===== src/rtl/wps_pkg.sv =====
package wps_pkg;

  typedef enum logic [1:0] {
    ST_IDLE = 2'd0,
    ST_WAIT = 2'd1,
    ST_ON   = 2'd2
  } seqState_t;

  // strobes from control to datapath
  typedef struct packed {
    logic setWake;
    logic setKick;
    logic tickRun;
    logic tickClr;
    logic offClr;
    logic offSet;
  } ctlStb_t;

  // status from datapath to control
  typedef struct packed {
    logic kickSeen;
    logic timeUp;
  } dpStat_t;

endpackage


===== src/rtl/wps_dpath.sv =====
module wps_dpath
  import wps_pkg::*;
#(
  parameter int TIMEOUT_TICKS = 2,
  parameter int KICK_MIN      = 250
) (
  input  logic    clk,
  input  logic    rstN,
  input  logic    kickN,
  input  logic    tickStb,
  input  logic    oscOn,
  input  logic    chainRst,
  input  logic    rdFlags,
  input  ctlStb_t stb,
  output dpStat_t stat,
  output logic    wakeFlag,
  output logic    kickFlag,
  output logic    pwrOffBit
);

  localparam int KCW = $clog2(KICK_MIN + 1);
  localparam int TCW = (TIMEOUT_TICKS > 1) ? $clog2(TIMEOUT_TICKS) : 1;
  localparam logic [KCW-1:0] KICK_SAT  = KCW'(KICK_MIN);
  localparam logic [KCW-1:0] KICK_LAST = KCW'(KICK_MIN - 1);
  localparam logic [TCW-1:0] TICK_LAST = TCW'(TIMEOUT_TICKS - 1);

  logic [KCW-1:0] lowCnt;
  logic [TCW-1:0] tickCnt;
  logic           tickOk;

  // kickstart width filter: counts consecutive low cycles, saturating
  always_ff @(posedge clk) begin
    if (!rstN)                lowCnt <= '0;
    else if (kickN)           lowCnt <= '0;
    else if (lowCnt != KICK_SAT) lowCnt <= lowCnt + 1'b1;
  end

  assign stat.kickSeen = !kickN && (lowCnt == KICK_LAST);

  // timeout counter runs only on qualified ticks
  assign tickOk = tickStb && oscOn && !chainRst;

  always_ff @(posedge clk) begin
    if (!rstN || stb.tickClr) tickCnt <= '0;
    else if (stb.tickRun && tickOk)
      tickCnt <= (tickCnt == TICK_LAST) ? '0 : tickCnt + 1'b1;
  end

  assign stat.timeUp = stb.tickRun && tickOk && (tickCnt == TICK_LAST);

  // cause flags: a set strobe wins over a read clear
  always_ff @(posedge clk) begin
    if (!rstN) begin
      wakeFlag <= 1'b0;
      kickFlag <= 1'b0;
    end else begin
      if (stb.setWake)  wakeFlag <= 1'b1;
      else if (rdFlags) wakeFlag <= 1'b0;
      if (stb.setKick)  kickFlag <= 1'b1;
      else if (rdFlags) kickFlag <= 1'b0;
    end
  end

  // power-off control bit
  always_ff @(posedge clk) begin
    if (!rstN)           pwrOffBit <= 1'b1;
    else if (stb.offClr) pwrOffBit <= 1'b0;
    else if (stb.offSet) pwrOffBit <= 1'b1;
  end

  AST_FLAG_CLEAR: assert property (@(posedge clk) disable iff (!rstN)
    (rdFlags && !stb.setWake && !stb.setKick) |=> (!wakeFlag && !kickFlag));

  AST_KICK_ONCE: assert property (@(posedge clk) disable iff (!rstN)
    stat.kickSeen |=> !stat.kickSeen);

  AST_TICK_FROZEN: assert property (@(posedge clk) disable iff (!rstN)
    (stb.tickRun && !stb.tickClr && !(oscOn && !chainRst)) |=> $stable(tickCnt));

  AST_OFF_CLEARED: assert property (@(posedge clk) disable iff (!rstN)
    stb.offClr |=> !pwrOffBit);

endmodule


===== src/rtl/wps_ctrl.sv =====
module wps_ctrl
  import wps_pkg::*;
(
  input  logic    clk,
  input  logic    rstN,
  input  logic    supplyGood,
  input  logic    alarmHit,
  input  logic    wrEn,
  input  logic    wrData,
  input  logic    wakeFlag,
  input  logic    kickFlag,
  input  dpStat_t stat,
  output ctlStb_t stb,
  output logic    pwrDrvLo,
  output logic    irqDrvLo
);

  seqState_t st, stNext;

  always_ff @(posedge clk) begin
    if (!rstN) st <= ST_IDLE;
    else       st <= stNext;
  end

  always_comb begin
    stNext = st;
    stb    = '0;
    unique case (st)
      ST_IDLE: begin
        if (!supplyGood && (alarmHit || stat.kickSeen)) begin
          stNext      = ST_WAIT;
          stb.setWake = alarmHit;
          stb.setKick = stat.kickSeen;
          stb.tickClr = 1'b1;
        end
      end
      ST_WAIT: begin
        stb.tickRun = 1'b1;
        if (supplyGood) begin
          // success wins over a same-cycle timeout
          stNext     = ST_ON;
          stb.offClr = 1'b1;
        end else if (stat.timeUp) begin
          stNext = ST_IDLE;
        end
      end
      ST_ON: begin
        if (wrEn && wrData) begin
          stNext     = ST_IDLE;
          stb.offSet = 1'b1;
        end
      end
      default: stNext = ST_IDLE;
    endcase
  end

  assign pwrDrvLo = (st != ST_IDLE);
  assign irqDrvLo = (st == ST_ON) && (wakeFlag || kickFlag);

  AST_WAKE_START: assert property (@(posedge clk) disable iff (!rstN)
    (st == ST_IDLE && !supplyGood && alarmHit) |=> (st == ST_WAIT));

  AST_ON_HOLDS: assert property (@(posedge clk) disable iff (!rstN)
    (st == ST_ON && !(wrEn && wrData)) |=> (st == ST_ON));

  AST_NO_LATE_EVENT: assert property (@(posedge clk) disable iff (!rstN)
    (st != ST_IDLE) |-> !(stb.setWake || stb.setKick));

  AST_COMMIT: assert property (@(posedge clk) disable iff (!rstN)
    (st == ST_WAIT && supplyGood) |=> (st == ST_ON));

endmodule


===== src/rtl/wake_pwr_seq.sv =====
module wake_pwr_seq
  import wps_pkg::*;
#(
  parameter int TIMEOUT_TICKS = 2,
  parameter int KICK_MIN      = 250
) (
  input  logic clk,
  input  logic rstN,
  input  logic supplyGood,
  input  logic kickN,
  input  logic alarmHit,
  input  logic tickStb,
  input  logic oscOn,
  input  logic chainRst,
  input  logic wrEn,
  input  logic wrData,
  input  logic rdFlags,
  output logic pwrDrvLo,
  output logic irqDrvLo,
  output logic wakeFlag,
  output logic kickFlag,
  output logic pwrOffBit
);

  ctlStb_t stb;
  dpStat_t stat;

  wps_ctrl ctrl_i (
    .clk        (clk),
    .rstN       (rstN),
    .supplyGood (supplyGood),
    .alarmHit   (alarmHit),
    .wrEn       (wrEn),
    .wrData     (wrData),
    .wakeFlag   (wakeFlag),
    .kickFlag   (kickFlag),
    .stat       (stat),
    .stb        (stb),
    .pwrDrvLo   (pwrDrvLo),
    .irqDrvLo   (irqDrvLo)
  );

  wps_dpath #(
    .TIMEOUT_TICKS (TIMEOUT_TICKS),
    .KICK_MIN      (KICK_MIN)
  ) dpath_i (
    .clk       (clk),
    .rstN      (rstN),
    .kickN     (kickN),
    .tickStb   (tickStb),
    .oscOn     (oscOn),
    .chainRst  (chainRst),
    .rdFlags   (rdFlags),
    .stb       (stb),
    .stat      (stat),
    .wakeFlag  (wakeFlag),
    .kickFlag  (kickFlag),
    .pwrOffBit (pwrOffBit)
  );

  AST_IRQ_ONLY_POWERED: assert property (@(posedge clk) disable iff (!rstN)
    irqDrvLo |-> (pwrDrvLo && !pwrOffBit));

endmodule


===== config.mk =====
export PLATFORM = sky130hd
export DESIGN_NAME = wake_pwr_seq
export DESIGN_NICKNAME = d
export VERILOG_FILES = /design/src/rtl/wps_pkg.sv /design/src/rtl/wps_dpath.sv /design/src/rtl/wps_ctrl.sv /design/src/rtl/wake_pwr_seq.sv
export SDC_FILE = /design/constraint.sdc
export NUM_CORES = 1
export LEC_CHECK = 0
export CAP_MARGIN = 40
export CORE_UTILIZATION = 47
export CTS_CLUSTER_DIAMETER = 120
export CTS_CLUSTER_SIZE = 40
export DETAILED_ROUTE_END_ITERATION = 8
export GPL_TIMING_DRIVEN = 0
export PLACE_DENSITY_LB_ADDON = 0.12
export SETUP_SLACK_MARGIN = 0.02
export SLEW_MARGIN = 30
export SYNTH_ARGS = -nofsm -noshare
export SYNTH_HDL_FRONTEND = slang
export SYNTH_HIERARCHICAL = 1
export SYNTH_SLANG_ARGS = --single-unit

===== constraint.sdc =====
create_clock -name clk -period 1.42 [get_ports clk]
set_input_delay 0.142 -clock clk [delete_from_list [all_inputs] [get_ports clk]]
set_output_delay 0.142 -clock clk [all_outputs]
set_load 0.01 [all_outputs]

## After elaboration in Yosys (flattened, before gate mapping)

Index checks and enable logic that the tools add are counted.

- Add/subtract/negate cells: 2
- Eq/ne operators: 7
- Multiplexer cells: 20
- Bitwise gates (word level): 1
- Reductions and logical operators: 22

Operators with widths:

| cell | number |
|---|---|
| $mux 1 | 13 |
| $mux 2 | 6 |
| $add 8x1->8 const B | 1 |
| $eq 8x8->1 const B | 1 |
| $logic_and 1x1->1 | 8 |
| $ne 8x8->1 const B | 1 |
| $reduce_bool 2->1 | 4 |
| $pmux 2 s3 | 1 |
| $logic_not 1->1 | 4 |
| $ne 2x1->1 const B | 2 |
| $logic_or 1x1->1 | 3 |
| $ne 3x2->1 const B | 1 |
| $reduce_and 3->1 | 1 |
| $eq 2x1->1 const B | 1 |
| $eq 2x2->1 const B | 1 |
| $logic_not 2->1 | 1 |
| $reduce_or 2->1 | 1 |
| $add 1x1->1 const B | 1 |
| $not 1->1 | 1 |

- Flip-flop bits (word level): 14
- Input bits: 11
- Output and inout port bits: 5
- Logic and storage cells: 58

## Depth between registers and ports, before layout

Gate-level depths: netlist of the first run.

- Word-level depth: 7
- Gate-level depth with buffers: 7
- Mapped depth without buffers: 7

## Hierarchy

Netlist of the first run, hierarchy kept.

Modules (own cells, without submodules):

| module | times used | cells each | area an instance (um^2) | seq. area each (um^2) |
|---|---|---|---|---|
| wps_dpath | 1 | 60 | 546.8 | 240.2 |
| wps_ctrl | 1 | 20 | 146.4 | 40.0 |

## Worst setup path before layout of the first run

OpenSTA, ideal clock, no wires.

- Path type: register to register
- Start point: register dpath_i.lowCnt[1]
- End point: register ctrl_i.st[0]
- Library setup time: 116 ps
- Data arrival time: 1069 ps
- Data required time: 1304 ps
- Setup slack: 235 ps
- Stages on the path, launching flop included: 8
- Path buffers: 0
- Clock period less this slack: 1185 ps
- Path through: dfxtp_1 > inv_1 > ha_1 > nand4bb_1 > nor2_1 > nor3_1 > a21oi_1 > and3_1

RTL lines:

| item | RTL line | text |
|---|---|---|
| start, declared | wps_dpath.sv:27 | `logic [KCW-1:0] lowCnt;` |
| start signal, assigned | wps_dpath.sv:35 | `else if (lowCnt != KICK_SAT) lowCnt <= lowCnt + 1'b1;` |
| end signal, assigned | wps_ctrl.sv:22 | `else st <= stNext;` |
| end, declared | wps_ctrl.sv:18 | `seqState_t st, stNext;` |

==> run metrics, run 1 <==
status finished, final reports clean; Fin Setup TNS 0 ns; arrival time at the worst endpoint ~1.5 ns; Clk pwr share 36.5%; R2R Setup Slk roughly 0.11 ns; Required @ worst endpoint about 1.6 ns; ratio of cells with drive above 1 in the final layout around 10%; internal cell power just over 0.6 mW; Vias per Instance between 5 and 6; endpoints failing hold 0; setup bufs post-CTS 0; first-pass GRT wire length 1910 um; DIE AREA approximately 1600 um2; max_cap viols 0; Layout area overhead 29.6%; initial antenna violation count 0; Net Sw Frac a little over a fifth; clk slew on worst S/H paths 0.09 ns; synth warn 6; Syn Nets 94; Die H approximately 40 um; Worst setup SP type flop; Net Sw Power 0.166 mW; htree depth 1; 1st-iter DRT viols 6; chip width approximately 40 um; final slew viol count 0; cell area after synthesis a little under 700 um2; Syn Area/Cell 8.66 um2; number of detailed-route iterations in the first pass 4; final net count ~110; hold crit path type reg2reg; Worst Skew roughly 0.0053 ns; CTS Sinks 14; Total GRT Usage 18.1%; critical-path maximum fanout 4; count of cell types in the netlist 28; starting density of the core around 52%; Yosys reg bits 14; slowest stage cell on the critical path dfxtp_1; post-route ant nets 0; Slew headroom 82.7%; fin crit period about 1.3 ns; Peak VDD IR around 0.00089 V; Crit path largest cell delay between 0.3 and 0.4 ns; Worst setup EP type flop; clk_lat worst skew around 0.28 ns; fin util approximately two thirds; vias in the first global route between 400 and 500; Syn Inst Count 80; DRC 0; clock tree from TritonCTS yes; FFs w/ async S/R, synth 0%; core area 1330 um2; routability cong. between 0.7 and 0.8; clock tree buffer depth 2; gr ovfl total 0; drt total wl approximately 1200 um; I/O pin cnt 16; pwr/cell area about 860 nW/um2; leakage approximately 0.33 nW; ANT cells 0; CTS root buf clkbuf_4; Slew @ Worst Pin around 0.26 ns; hpwl dp just under 1000 um; hold_buf cts 0; Synth Flop Type dfxtp_1; Crit Path Class reg2reg; setup violators final 0; Vias 589; Buffers on Ports 15; Post-synth EDFFs 0; Reg power frac 52.7%; sequential share of the synthesized area approximately two fifths; Tcrit/Tclk final about 92%; Num CTS Buffers 3; CP cell instances inv_1 > ha_1 > nand4bb_1 > nor2_1 > nor3_1 > a21oi_1 > and3_1; RSZ-0062 raised after global routing no; largest net degree at the start of global routing 9; highest clock rate ~0.77 GHz; row count 13; combinational power share ~11%; routed len/inst about 11 um
[worst max-delay path: cells and delay by family, from the launching register on]
kind / cells / cell delay [ns]
AOI/OAI and AO/OA: 1 / 0.05
buffers and inverters: 1 / 0.08
adders and majority gates: 1 / 0.18
DFF: 1 / 0.39
and+or+nand+nor: 4 / 0.50
[stage by stage]
stage | cell area (um2) | hold slack, ns | cells | power, mW | setup WS (ns)
4_1_cts | 897 | 0.513 | 114 | 0.791 | 0.0908
3_5_place_dp | 862 | 0.500 | 110 | 0.504 | 0.0138
6_report | 898 | 0.508 | 114 | 0.776 | 0.113
5_1_grt | 898 | 0.545 | 114 | 0.813 | 0.0228
3_3_place_gp | 862 | 0.485 | 110 | 0.502 | 0.0377
2_1_floorplan | 693 | 0.218 | 80 | 0.454 | 0.235
[Yosys cell counts (2+ instances only)]
| cell type | instances | area [um2] |
|---|---|---|
| nor2b_1 | 3 | 18.8 |
| nor3b_1 | 2 | 15.0 |
| nand3_1 | 3 | 15.0 |
| a21oi_1 | 5 | 25.0 |
| o21ai_0 | 5 | 25.0 |
| ha_1 | 3 | 37.5 |
| nand2b_1 | 2 | 12.5 |
| o21a_1 | 5 | 37.5 |
| or3_1 | 3 | 18.8 |
| nor2_1 | 10 | 37.5 |
| inv_1 | 3 | 11.3 |
| nand2_1 | 5 | 18.8 |
| xor2_1 | 2 | 17.5 |
| dfxtp_1 | 14 | 280 |
| and2_1 | 2 | 12.5 |
[sequential cells by signal, indices dropped and copies added, names as in the netlist]
register,flops
ctrl_i/st,2
dpath_i/kickFlag,1
dpath_i/lowCnt,8
dpath_i/pwrOffBit,1
dpath_i/tickCnt,1
dpath_i/wakeFlag,1
[routing by layer]
metal	part of all wire (%)	GRT usage (%)	wire length, um
met2	45	27.4	560
met4	0	5.00	0
met1	50	22.7	621
met3	4.8	8.33	60
met5	0	0	0
[logic make-up after synthesis]
kind of cell	Yosys count	synth area share, %
compound gates	16	13.7
xor+xnor	3	3.79
fa+ha+maj	3	5.42
buf+inv	3	1.62
flops	14	40.4
mux	1	1.44
simple gates	40	33.6
[worst paths after layout]
kind                                        start           endpoint  depth (start not counted)
worst min-delay path            dpath_i/pwrOffBit  dpath_i/pwrOffBit                          2
worst max-delay path            dpath_i/lowCnt[1]       ctrl_i/st[0]                          7
worst min register to register  dpath_i/pwrOffBit  dpath_i/pwrOffBit                          2
worst max register to register  dpath_i/lowCnt[1]       ctrl_i/st[0]                          7
[cells in the final DEF, fill, tap and decap left out, drive strengths merged]
cell,n
or2,1
a211oi,1
nand4,1
a21oi,5
nand3b,1
dlygate4sd2,1
o21ai,5
clkbuf,4
nand3,3
clkdlybuf4s50,13
dfxtp,14
nor3b,2
nand4b,1
nand2b,2
and3,1
o21a,5
nor3,1
nor2b,4
nand4bb,1
mux2i,1
xnor2,1
clkdlybuf4s15,1
and2,3
ha,3
xor2,2
nand2,5
or3,3
inv,3
nor2,11
[final cells by class]
type | count | area, um2
multi-input cells | 63 | 402
flip-flops and latches | 14 | 282
clock buffers | 4 | 36.3
inverters | 3 | 11.3
well taps | 15 | 18.8
repair buffers | 15 | 149
fillers | 110 | 435
[power groups by stage]
| stage | Sequential (mW) | Combinational, mW | Clock [mW] |
|---|---|---|---|
| 3_5_place_dp | 0.418 | 0.0867 | 0 |
| 4_1_cts | 0.409 | 0.0852 | 0.297 |
| 3_3_place_gp | 0.417 | 0.0849 | 0 |
| 2_1_floorplan | 0.417 | 0.0370 | 0 |
| 6_report | 0.409 | 0.0845 | 0.283 |
| 5_1_grt | 0.411 | 0.0916 | 0.311 |
[timing repair]
action / in CTS / in global routing
setup endpoints to repair: 2 / 1
pin swaps: 0 / 0
cloned: 0 / 0
resized for setup: 3 / 1
Note: power is estimated with default switching activity, not from simulation.
==> run 2, diff against run 1 <==
--- a/config.mk
+++ b/config.mk
@@ -18,3 +18,4 @@
 export SYNTH_HDL_FRONTEND = slang
 export SYNTH_HIERARCHICAL = 1
 export SYNTH_SLANG_ARGS = --single-unit
+export TNS_END_PERCENT = 30
==> results of run 2 <==
The final DEF is identical to that of run 1; final timing and power are the same.
